--- config.mk ---
export PLATFORM = sky130hd
export DESIGN_NAME = subword_shuffle
export DESIGN_NICKNAME = d
export VERILOG_FILES = /design/src/rtl/subword_pkg.sv /design/src/rtl/lane_interleave.sv /design/src/rtl/lane_permute.sv /design/src/rtl/subword_shuffle.sv
export SDC_FILE = /design/constraint.sdc
export NUM_CORES = 1
export LEC_CHECK = 0
export ABC_AREA = 1
export ABC_CLOCK_PERIOD_IN_PS = 800
export BUFFER_PORTS_ARGS = -buffer_cell sky130_fd_sc_hd__buf_2
export CELL_PAD_IN_SITES_DETAIL_PLACEMENT = 0
export CELL_PAD_IN_SITES_GLOBAL_PLACEMENT = 2
export CORE_ASPECT_RATIO = 0.6
export CORE_UTILIZATION = 31
export DETAILED_ROUTE_END_ITERATION = 10
export HOLD_SLACK_MARGIN = 0.15
export PLACE_DENSITY = 0.95
export SLEW_MARGIN = 20
export SYNTH_ARGS = -nofsm -noshare
export SYNTH_HDL_FRONTEND = slang
export SYNTH_HIERARCHICAL = 1
export SYNTH_SLANG_ARGS = --single-unit
--- constraint.sdc ---
create_clock -name clk -period 0.8 [get_ports clk]
set_input_delay 0.04 -clock clk [delete_from_list [all_inputs] [get_ports clk]]
set_output_delay 0.04 -clock clk [all_outputs]
set_load 0.01 [all_outputs]
--- src/rtl/subword_pkg.sv ---
package subword_pkg;
    localparam int LANES   = 4;
    localparam int IDX_W   = $clog2(LANES);
    localparam int SEL_W   = IDX_W * LANES;

    typedef enum logic [2:0] {
        OP_EVEN  = 3'd0,
        OP_ODD   = 3'd1,
        OP_LEFT  = 3'd2,
        OP_RIGHT = 3'd3,
        OP_PERM  = 3'd4
    } shuf_op_e;
endpackage

--- src/rtl/lane_interleave.sv ---
module lane_interleave
    import subword_pkg::*;
#(
    parameter int LANE_W = 16
) (
    input  logic [LANE_W*LANES-1:0] a_i,
    input  logic [LANE_W*LANES-1:0] b_i,
    output logic [LANE_W*LANES-1:0] even_o,
    output logic [LANE_W*LANES-1:0] odd_o,
    output logic [LANE_W*LANES-1:0] left_o,
    output logic [LANE_W*LANES-1:0] right_o
);
    localparam int DW   = LANE_W * LANES;
    localparam int HALF = LANES / 2;

    // lane k occupies the slice starting at DW-1-k*LANE_W
    for (genvar p = 0; p < HALF; p++) begin : g_pair
        localparam int LO = DW - 1 - (2*p)     * LANE_W;
        localparam int HI = DW - 1 - (2*p + 1) * LANE_W;
        localparam int LP = DW - 1 - p          * LANE_W;
        localparam int RP = DW - 1 - (p + HALF) * LANE_W;
        assign even_o[LO -: LANE_W]  = a_i[LO -: LANE_W];
        assign even_o[HI -: LANE_W]  = b_i[LO -: LANE_W];
        assign odd_o[LO -: LANE_W]   = a_i[HI -: LANE_W];
        assign odd_o[HI -: LANE_W]   = b_i[HI -: LANE_W];
        assign left_o[LP -: LANE_W]  = a_i[LP -: LANE_W];
        assign left_o[RP -: LANE_W]  = b_i[LP -: LANE_W];
        assign right_o[LP -: LANE_W] = a_i[RP -: LANE_W];
        assign right_o[RP -: LANE_W] = b_i[RP -: LANE_W];
    end

    // both left-leaning forms start with lane 0 of a_i
    always_comb begin
        assert_even_left_lane0_R1:
            assert (even_o[DW-1 -: LANE_W] == left_o[DW-1 -: LANE_W]);
        // odd lane 2 and right lane 1 both carry x3
        assert_odd_right_x3_R2:
            assert (odd_o[DW-1-2*LANE_W -: LANE_W] == right_o[DW-1-LANE_W -: LANE_W]);
        // left lane 1 and odd lane 0 both carry x1
        assert_left_odd_x1_R3:
            assert (left_o[DW-1-LANE_W -: LANE_W] == odd_o[DW-1 -: LANE_W]);
    end
endmodule

--- src/rtl/lane_permute.sv ---
module lane_permute
    import subword_pkg::*;
#(
    parameter int LANE_W = 16
) (
    input  logic [LANE_W*LANES-1:0] src_i,
    input  logic [SEL_W-1:0]        sel_i,
    output logic [LANE_W*LANES-1:0] res_o
);
    localparam int DW = LANE_W * LANES;

    logic [LANE_W-1:0] lane_in [LANES];

    for (genvar k = 0; k < LANES; k++) begin : g_lane
        assign lane_in[k] = src_i[DW-1-k*LANE_W -: LANE_W];
        assign res_o[DW-1-k*LANE_W -: LANE_W] = lane_in[sel_i[IDX_W*k +: IDX_W]];
    end

    // equal selector fields broadcast one lane everywhere
    always_comb begin
        if (sel_i[1:0] == sel_i[3:2] && sel_i[3:2] == sel_i[5:4]
            && sel_i[5:4] == sel_i[7:6])
            assert_broadcast_equal_R6:
                assert (res_o[DW-1 -: LANE_W] == res_o[LANE_W-1:0]);
    end
endmodule

--- src/rtl/subword_shuffle.sv ---
module subword_shuffle
    import subword_pkg::*;
#(
    parameter int LANE_W  = 16,
    parameter bit REG_OUT = 1'b1
) (
    input  logic                    clk,
    input  logic                    rst_n,
    input  logic [2:0]              op_i,
    input  logic [SEL_W-1:0]        sel_i,
    input  logic [LANE_W*LANES-1:0] src_x_i,
    input  logic [LANE_W*LANES-1:0] src_y_i,
    output logic [LANE_W*LANES-1:0] res_o
);
    localparam int DW = LANE_W * LANES;

    typedef struct packed {
        logic [DW-1:0] res;
    } state_t;

    state_t st_d, st_q;

    logic [DW-1:0] even_w, odd_w, left_w, right_w, perm_w;

    lane_interleave #(.LANE_W(LANE_W)) u_mix (
        .a_i     (src_x_i),
        .b_i     (src_y_i),
        .even_o  (even_w),
        .odd_o   (odd_w),
        .left_o  (left_w),
        .right_o (right_w)
    );

    lane_permute #(.LANE_W(LANE_W)) u_perm (
        .src_i (src_x_i),
        .sel_i (sel_i),
        .res_o (perm_w)
    );

    always_comb begin
        st_d = '0;
        case (shuf_op_e'(op_i))
            OP_EVEN:  st_d.res = even_w;
            OP_ODD:   st_d.res = odd_w;
            OP_LEFT:  st_d.res = left_w;
            OP_RIGHT: st_d.res = right_w;
            OP_PERM:  st_d.res = perm_w;
            default:  st_d.res = '0;
        endcase
    end

    always_ff @(posedge clk or negedge rst_n) begin
        if (!rst_n) st_q <= '0;
        else        st_q <= st_d;
    end

    if (REG_OUT) begin : g_reg
        assign res_o = st_q.res;

        assert_unused_zero_R7: assert property (@(posedge clk) disable iff (!rst_n)
            (op_i > 3'd4) |=> (res_o == '0));

        assert_identity_perm_R5: assert property (@(posedge clk) disable iff (!rst_n)
            (op_i == 3'd4 && sel_i == 8'hE4) |=> (res_o == $past(src_x_i)));

        assert_zero_extend_R8: assert property (@(posedge clk) disable iff (!rst_n)
            (op_i <= 3'd1 && src_y_i == '0) |=>
            (res_o[DW-1-LANE_W -: LANE_W] == '0 && res_o[LANE_W-1:0] == '0));

        assert_latency_R10: assert property (@(posedge clk) disable iff (!rst_n)
            (op_i == 3'd0) |=> (res_o[DW-1 -: LANE_W] == $past(src_x_i[DW-1 -: LANE_W])));
    end else begin : g_comb
        assign res_o = st_d.res;
    end
endmodule

After elaboration in Yosys (flattened, before gate mapping) --
Index checks and enable logic that the tools add are counted.
Cells by class: multiplexer cells 13, equal/unequal tests 4, $lt $le $gt $ge 4, bitwise gates (word level) 4, reduce and logical (&&, ||, !) cells 1
Operators with widths (number):
- 64-bit one-hot mux with 5 select lines | 1
- 16-bit binary-select mux with 2-bit select | 4
- 16-bit 2-to-1 mux | 8
- 3-bit greater-or-equal comparator (second input constant) | 4
- 2-bit NOT with 3-bit output | 4
- 3-bit by 2-bit equality test with 1-bit output (second input constant) | 2
- 3-bit by 1-bit equality test with 1-bit output (second input constant) | 1
- 3-bit equality test (second input constant) | 1
- 3-bit zero test | 1
Storage, ports and cells: input port bits 141, logic and storage cells 27, register bits after elaboration 64

Longest topological paths before layout --
Gate-level depths: netlist of the first run.
word-level depth 5, depth in mapped cells 10, mapped depth without buffers 8

By module --
The synthesis of the first run kept the hierarchy.
Modules (own cells, without submodules):
- subword_shuffle | times used 1, area each 4538.1 um2, cells each 716, sequential area each 1601.5 um2
- lane_permute | times used 1, area each 2513.7 um2, cells each 560, sequential area each 0.0 um2
- lane_interleave | times used 1, area each 1921.8 um2, cells each 256, sequential area each 0.0 um2

Least setup slack after synthesis of the first run --
OpenSTA, ideal clock, no wires.
path type input to register, from in sel_i[2], to reg st_q (netlist bit res_o[37]), stages on the path 10, path buffers 2, setup time 0.119 ns, setup slack -0.046 ns, required time 0.681 ns, arrival time 0.728 ns, cells stage by stage buf_6 inv_4 buf_6 nand2_1 nand3_1 nand2_1 nand3_1 nand2_1 nor2_1 nand2_1
RTL lines:
- from (decl) | line subword_shuffle.sv:10 | input logic [SEL_W-1:0] sel_i,
- to (signal assigned) | line subword_shuffle.sv:54 | else st_q <= st_d;
- to (decl) | line subword_shuffle.sv:21 | state_t st_d, st_q;

Worst setup path in the final report of the first run --
from reg st_q (netlist bit res_o[47]), to out res_o[47]
RTL lines:
- to (decl) | line subword_shuffle.sv:13 | output logic [LANE_W*LANES-1:0] res_o
No word-level cell between the ends.

==> impl_metrics.toml, run 1 <==
[timing]
final-hold-violation-count = 0
fin_ws_ns = -0.235
final-max-slew-violation-count = 0
holdWs_ns = 0.0264
max_slew_margin = 0.724
finalSetupViolCount = 73
rsz0062_at_grt = "yes"
fin_crit_ns = 1.03
timing.final.crit_share = 1.29
tightest_slew_ns = 0.413
max_freq_mhz = 966
tns_ns = -8.30

[worst_setup_path]
slowest_delay_ns = 0.48
setup.worst_path.end_class = "output port"
cp.required_ns = 0.76
critPathSlowestCell = "dfrtp_2"
crit_arrival_ns = 0.99
cp_max_fo = 1
path_class = "register to output port"
cp-start-kind = "register"
crit_chain = "buf_6"
cp_top_family = "flip-flops"
startpoint = "res_o[47]$_DFF_PN0_"
path_buf_inv = 1

[routing]
drtIter0Drc = 1811
viasPerCell = 5.35
vias = 10800
routedWlPerCell_microns = 21.5
wirelength_mm = 43.3
drc = 0
detail-route-antenna-nets = 0
first_pass_iters = 8

[yosys]
synth_seq_cells = 64
netlist.area_leader.share = 0.242
synthMostInstantiatedCell = "nand2_1"
synth.largest_area_cell = "nand2_1"
synth_async_sr_flop_share = 1.00
syn_area_sq_um = 8970
ys_warn_count = 6
synth_edf_count = 0
yosysSeqAreaShare = 0.178
syn_inst = 1532
ys.flop_type = "dfrtp_1"
synth.avg_cell_area_sq_um = 5.86
synth_fp_nets = 1673
yosys-top-cells-count = "578 x nand2_1, 319 x nand3_1, 265 x buf_4, 72 x buf_2"
synth_area_leaders = "nand2_1 24%, buf_4 22%, dfrtp_1 18%"
post_synth_num_cell_types = 12

[die]
fp.dieH_microns = 134
start_util = 0.321
dieWidth_microns = 222
row_count = 47
fp.coreArea_sq_um = 28000
die-area_sq_um = 29700
io_pins = 205

[global_route]
antenna_found_initial = 2
grt.busiest_layer = "met1"
met1_usage = 0.410
grt_pass1_vias = 9642
grt_util_met3 = 0.0721
overflow = 0
grt_max_degree = 56
grt.total_usage = 0.274
grtUsageMet2 = 0.383
grt_pass1_wl_mm = 60.9

[clocking]
cts_sinks = 64
cts.clk_slew.worst_paths_ns = 0.06
htree_levels = 3
clockBufferDepth = 2
cts-root-buf = "clkbuf_16"
cts_tree = "done"
numCtsBuffers = 9

[flow_run]
cap_violations = 0

[finish]
num-nets-final = 1778
largest_reg_flops = 64
area_growth_pct = 28.4
drive_gt1_frac = 0.277

[power]
powerDensity_nw_per_um2 = 1210
p_leak_nw = 6.44
ir_worst_vdd_v = 0.00104

[placement]
gp_congestion = 0.959
dp_hpwl_mm = 30.2
numPortBuffers = 204

[status]
violations = "negative setup slack"
status = "complete, but fails checks"

[worst_hold_path]
min_from = "src_y_i[28]"
hold_path.class = "input port to register"
-- cells by family after synthesis --
group,count (synthesis),share of synthesized area
simple gates,1029,0.493
buf+inv,439,0.328
flops,64,0.178
-- worst paths after layout --
| path | endpoint | slack [ns] | cells after the start |
|---|---|---|---|
| max | res_o[47] | -0.23 | 1 |
| min | res_o[12]$_DFF_PN0_ | 0.03 | 5 |
| max in group asynchronous | res_o[5]$_DFF_PN0_ | 0.33 | 3 |
| min in group asynchronous | res_o[38]$_DFF_PN0_ | 0.21 | 3 |
-- layout by cell type, fill, tap and decap left out, drive strengths merged --
cell | synthesis | routed
clkbuf | 0 | 23
diode | 0 | 3
dlygate4sd3 | 0 | 79
dlymetal6s4s | 0 | 5
dfrtp | 64 | 64
nand2 | 578 | 578
bufinv | 0 | 1
nand3 | 319 | 319
inv | 75 | 71
clkinvlp | 0 | 1
nor2 | 68 | 68
clkinv | 0 | 9
nand4 | 64 | 64
buf | 364 | 360
-- area by class of cell --
class                      count  area, sq um
timing repair inverter         1         6.26
timing repair buffer         457         4180
clock inverter                 6         68.8
clock buffer                  10          239
fill                        2959        16500
inverter                      75          339
sequential                    64         1610
antenna                        3         7.51
tap                          367          459
multi-input combinational   1029         4620
-- power breakdown --
part | internal [mW] | total [mW] | switching (mW)
clock | 2.51 | 4.30 | 1.79
sequential | 3.57 | 3.77 | 0.198
combinational | 2.55 | 5.86 | 3.31
total | 8.63 | 13.9 | 5.29
-- metrics by stage --
stage          instances   util  instance area (sq um)  power (mW)  setup slack, ns
4_1_cts             2009  0.390                  10900        13.4           -0.230
3_3_place_gp        1896  0.337                   9420        8.46           -0.467
2_1_floorplan       1532      -                   9000        6.97          -0.0324
6_report            2012  0.412                  11500        13.9           -0.235
3_5_place_dp        1896  0.337                   9420        8.49           -0.478
5_1_grt             2010  0.412                  11500        14.5           -0.228
-- routing by layer --
metal,part of all wire,vias up,routed length (microns)
met5,0.00028,-,12
met4,0.018,2,761
met1,0.44,4961,18900
li1,-,4852,-
met2,0.39,882,17000
met3,0.15,70,6620
-- what timing repair did --
action                                  4_1_cts  5_1_grt
endpoints found under the hold margin       128       50
setup buffers                                 3        8
gates resized for setup                      47       93
endpoints found under the setup margin       96      126
gates cloned                                  4       14
pin swaps                                     6       52
hold buffers                                 90       39
(Power assumes the default switching activity.)
==> run 2: changes to the inputs <==
- ABC_AREA: 1 -> unset
- BUFFER_PORTS_ARGS: -buffer_cell sky130_fd_sc_hd__buf_2 -> unset
- CORE_UTILIZATION: 31 -> 40
- DONT_BUFFER_PORTS: unset -> 1
- PLACE_DENSITY: 0.95 -> 0.86
==> run 2 against run 1 <==
The run ends with negative hold slack, negative setup slack left. First-iteration DRC count fell by 70%. Maximum frequency rose by 24%. Synthesized cell count fell by 54%. Sequential power increased by 4%. Global-route usage shrank 5.9 points. Wire length is 50% lower. Largest power group is now clock. Highest routed layer is now met4. Non-clock buffer count down 442. Area after synthesis decreased by 14%. Cell area shrank 46%.
==> impl_metrics.toml, run 2 <==
[yosys]
ys.flop_type = "dfrtp_1"
synthMostInstantiatedCell = "buf_4"
synth_area_leaders = "buf_4 25%, dfrtp_1 21%, mux4_2 12%"
synth.avg_cell_area_sq_um = 10.8
yosys-top-cells-count = "256 x buf_4, 64 x dfrtp_1, 63 x a22oi_1, 63 x a32oi_1, 63 x o21ai_1"
synth_fp_nets = 852
netlist.area_leader.share = 0.250
synth.largest_area_cell = "buf_4"
syn_inst = 711
yosysSeqAreaShare = 0.208
post_synth_num_cell_types = 20
synth_edf_count = 0
synth_seq_cells = 64
syn_area_sq_um = 7700
ys_warn_count = 6
synth_async_sr_flop_share = 1.00

[global_route]
grt.total_usage = 0.215
grt_pass1_vias = 4716
grt_pass1_wl_mm = 31.3
grt_max_degree = 70
antenna_found_initial = 0
overflow = 0

[power]
powerDensity_nw_per_um2 = 1600
ir_worst_vdd_v = 0.000860
p_leak_nw = 2.21

[finish]
layout_common_cells = "63 x a22oi_1, 63 x a32oi_1, 63 x o21ai_1"
drive_gt1_frac = 0.371
multiInputGateArea_sq_um = 3730
diodes = 0
num-nets-final = 558
seq_area_sq_um = 1610
largest_reg_flops = 64
area_growth_pct = -19.0
n_fill_cell = 1771

[clocking]
cts-root-buf = "clkbuf_16"
cts_tree = "done"
htree_levels = 3
numCtsBuffers = 9
cts_setup_buffers = 0
clockBufferDepth = 2
cts_sinks = 64
cts.clk_slew.worst_paths_ns = 0.06

[worst_setup_path]
setup.worst_path.end_class = "output port"
cp_max_fo = 1
cp-start-kind = "register"
crit_arrival_ns = 0.79
cp.required_ns = 0.76
path_class = "register to output port"

[die]
fp.coreArea_sq_um = 18400
io_pins = 205
row_count = 38
die-area_sq_um = 19800
dieWidth_microns = 181
start_util = 0.417
fp.dieH_microns = 109

[worst_hold_path]
hold_path.class = "input port to asynchronous set/reset pin"

[timing]
rsz0062_at_grt = "yes"
final-max-slew-violation-count = 0
holdWs_ns = -0.604
max_slew_margin = 0.836
fin_ws_ns = -0.0324
finalSetupViolCount = 12
tns_ns = -0.159
fin_crit_ns = 0.832
timing.final.crit_share = 1.04
tightest_slew_ns = 0.246
max_freq_mhz = 1200
final-hold-violation-count = 128

[placement]
place_ws_ns = -0.226
gp_congestion = 0.834
numPortBuffers = 0
dp_hpwl_mm = 14.1

[routing]
vias = 4680
routedWlPerCell_microns = 32.5
wirelength_mm = 21.5
first_pass_iters = 5
drtIter0Drc = 545
viasPerCell = 7.09
detail-route-antenna-nets = 0
drc = 0

[flow_run]
cap_violations = 0

[status]
status = "complete, but fails checks"
violations = "negative hold slack, negative setup slack"
run 2: area by class of cell:
| type | count | share of cell area |
|---|---|---|
| timing repair buffer | 15 | 0.0462 |
| multi-input combinational | 326 | 0.599 |
| inverter | 1 | 0.000602 |
| clock buffer | 11 | 0.0406 |
| sequential | 64 | 0.258 |
| clock inverter | 3 | 0.00683 |
| tap | 240 | 0.0482 |
run 2: layer usage:
layer / share of wire / vias to the layer above / global-route usage / routed length (microns)
li1: - / 1884 / - / -
met1: 0.44 / 2427 / 0.297 / 9500
met2: 0.42 / 343 / 0.304 / 8930
met3: 0.13 / 26 / 0.0994 / 2860
met4: 0.0087 / 0 / 0.0412 / 187
met5: 0 / - / 0 / 0
run 2: what timing repair did:
action                                  CTS  global route
hold endpoints to repair                128           128
pin swaps                                 0             0
endpoints found under the setup margin   37            60
gates resized for setup                   4             3
run 2: final timing paths:
path | cells past startpoint | slack (ns) | endpoint | startpoint
setup / recovery | 0 | -0.03 | res_o[3] | res_o[3]$_DFF_PN0_
hold / removal | 0 | -0.60 | res_o[0]$_DFF_PN0_ | rst_n
max in group asynchronous | 0 | 1.29 | res_o[63]$_DFF_PN0_ | rst_n
min in group clk | 1 | -0.21 | res_o[21]$_DFF_PN0_ | op_i[1]
run 2: logic make-up after synthesis:
kind of cell           Yosys count  share of synthesized area
multiplexers                   129                      0.307
AND/OR/NAND/NOR                  8                    0.00585
buffers and inverters          321                      0.305
flip-flops                      64                      0.208
AO/OA/AOI/OAI                  189                      0.174
run 2: per-stage QoR:
| step | cells | hold WS (ns) | power, mW | utilization | area, sq um |
|---|---|---|---|---|---|
| after CTS | 660 | -0.625 | 10.1 | 0.338 | 6230 |
| after global placement | 646 | -0.254 | 5.89 | 0.321 | 5930 |
| after floorplan | 711 | -0.256 | 6.68 | - | 7720 |
| after global routing | 660 | -0.630 | 10.4 | 0.338 | 6230 |
| final | 660 | -0.604 | 9.97 | 0.338 | 6230 |
| after detailed placement | 646 | -0.254 | 5.92 | 0.321 | 5930 |
run 2: report_power, final:
| part | switching [mW] | internal (mW) | total [mW] |
|---|---|---|---|
| sequential | 0.347 | 3.57 | 3.91 |
| clock | 1.53 | 2.54 | 4.07 |
| combinational | 0.726 | 1.25 | 1.98 |
| total | 2.60 | 7.36 | 9.97 |
==> run 3: changes to the inputs <==
- GPL_TIMING_DRIVEN: unset -> 0
- PLACE_DENSITY: 0.86 -> unset
- PLACE_DENSITY_LB_ADDON: unset -> 0.25
==> run 3 against run 2 <==
The flow still finishes with violations (negative hold slack, negative setup slack). Power grew 36%. Wire length is 52% higher. Critical path depth increased by 5. Cell area increased by 72%. First-iteration DRC count increased by 1.8%. Maximum frequency down 13%. Sequential power shrank 2%. Combinational power grew to 2.5 times the previous value. Die area is the same. Core utilization up 24 points. Setup slack worse by 0.13 ns. Largest power group is now combinational cells.
==> impl_metrics.toml, run 3 (synthesis gave the netlist of run 2 again) <==
[global_route]
grt_pass1_vias = 6916
overflow = 0
grt.total_usage = 0.326
antenna_found_initial = 0
grt_pass1_wl_mm = 45.5
grt_max_degree = 65

[worst_setup_path]
setup.worst_path.end_class = "register"
path_buf_inv = 2
cp_max_fo = 5
cp.required_ns = 0.99
cp-start-kind = "input port"
crit_path_frequent_cell = "buf_16"
slowest_delay_ns = 0.59
cp_top_family = "multiplexers"
path_class = "input port to register"
crit_arrival_ns = 1.15
crit_chain = "buf_16 > buf_16 > mux4_2 > a22oi_1 > o21ai_1"
critPathSlowestCell = "mux4_2"

[routing]
drtIter0Drc = 555
viasPerCell = 6.07
detail-route-antenna-nets = 0
wirelength_mm = 32.7
dr_wl_met2_mm = 14.4
vias = 6690
routedWlPerCell_microns = 29.6
drc = 0
first_pass_iters = 6
routed.top_layer = "met4"
route.met3.wl_mm = 4.11
drt-met1-wl_mm = 13.3

[die]
row_count = 38
die-area_sq_um = 19800
start_util = 0.417
fp.dieH_microns = 109
fp.coreArea_sq_um = 18400
dieWidth_microns = 181
io_pins = 205

[placement]
gp_congestion = 0.887
placedCellCount = 951
dp_hpwl_mm = 21.0
place_area_sq_um = 8020
numPortBuffers = 0

[clocking]
cts-root-buf = "clkbuf_16"
cts_sinks = 64
cts_tree = "done"
htree_levels = 3
clockBufferDepth = 2
numCtsBuffers = 9
cts.clk_slew.worst_paths_ns = 0.07

[finish]
num-nets-final = 999
diodes = 0
layout_common_cells = "282 x buf_4, 105 x dlygate4sd3_1, 64 x dfrtp_1"
layout_commonest_cell = "buf_4"
fin_cells = 1103
largest_reg_flops = 64
n_fill_cell = 1576
drive_gt1_frac = 0.686
design_area_sq_um = 10700
area_growth_pct = 39.3

[timing]
timing.final.crit_share = 1.20
holdWs_ns = -0.618
max_freq_mhz = 1040
rsz0062_at_grt = "yes"
max_slew_margin = 0.375
finalSetupViolCount = 61
tightest_slew_ns = 0.938
final-hold-violation-count = 71
fin_crit_ns = 0.959
fin_ws_ns = -0.159
final-max-slew-violation-count = 0

[power]
power_mw = 13.6
ir_worst_vdd_v = 0.000975
p_leak_nw = 4.52
powerDensity_nw_per_um2 = 1270

[status]
status = "complete, but fails checks"
violations = "negative hold slack, negative setup slack"

[worst_hold_path]
hold_path.class = "input port to asynchronous set/reset pin"

[flow_run]
cap_violations = 0
## run 3: cell types whose count changed in the layout (fill, tap and decap cells not counted), moves of 17 or more
| cell | previous run | this run |
|---|---|---|
| dlygate4sd3_1 | 0 | 105 |
| a22oi_2 | 0 | 58 |
| buf_4 | 1 | 282 |
| a32oi_2 | 0 | 17 |
| o21ai_2 | 0 | 23 |
| a32oi_1 | 63 | 46 |
| o21ai_1 | 63 | 40 |
| a22oi_1 | 63 | 5 |
## run 3: worst paths after layout
path                                        to        start  cells after the start  slack [ns]
max in group asynchronous  res_o[62]$_DFF_PN0_        rst_n                      0        1.29
setup / recovery            res_o[3]$_DFF_PN0_     sel_i[6]                      5       -0.16
hold / removal             res_o[46]$_DFF_PN0_        rst_n                      0       -0.62
min in group clk           res_o[46]$_DFF_PN0_  src_y_i[62]                      3       -0.02
## run 3: final cells by class
type | instances | area (sq um) | share of cell area
plain buffers | 320 | 2750 | 0.256
clock buffers | 9 | 225 | 0.0210
clock inverters | 7 | 120 | 0.0112
inverters | 1 | 3.75 | 0.000350
multi-input cells | 326 | 4200 | 0.391
flip-flops and latches | 64 | 1600 | 0.149
well taps | 240 | 300 | 0.0280
repair buffers | 136 | 1530 | 0.142
## run 3: report_power, final
group	total (mW)	switching, mW	internal (mW)
Combinational	5.02	2.05	2.98
Sequential	3.85	0.290	3.56
Clock	4.73	1.68	3.05
Total	13.6	4.01	9.59
## run 3: metrics by stage
stage	hold slack (ns)	TNS [ns]	setup WS, ns	util
2_1_floorplan	-0.256	-16.78	-0.351	-
3_3_place_gp	-0.254	-41.67	-0.838	0.435
3_5_place_dp	-0.254	-42.89	-0.863	0.435
4_1_cts	-0.627	-2.01	-0.127	0.553
5_1_grt	-0.628	-4.57	-0.174	0.581
6_report	-0.618	-3.44	-0.159	0.581
## run 3: metal layers
| layer | track usage | vias up |
|---|---|---|
| met3 | 0.131 | 67 |
| met4 | 0.102 | 0 |
| li1 | - | 2774 |
| met2 | 0.498 | 402 |
| met5 | 0 | - |
| met1 | 0.422 | 3447 |
## run 3: timing repair
action                                  CTS  global route
endpoints found under the setup margin   85           105
hold buffers                            108             2
setup buffers                            11             9
pin swaps                                16            28
gates resized for setup                 134           113
gates cloned                              8             1
hold endpoints to repair                128           128
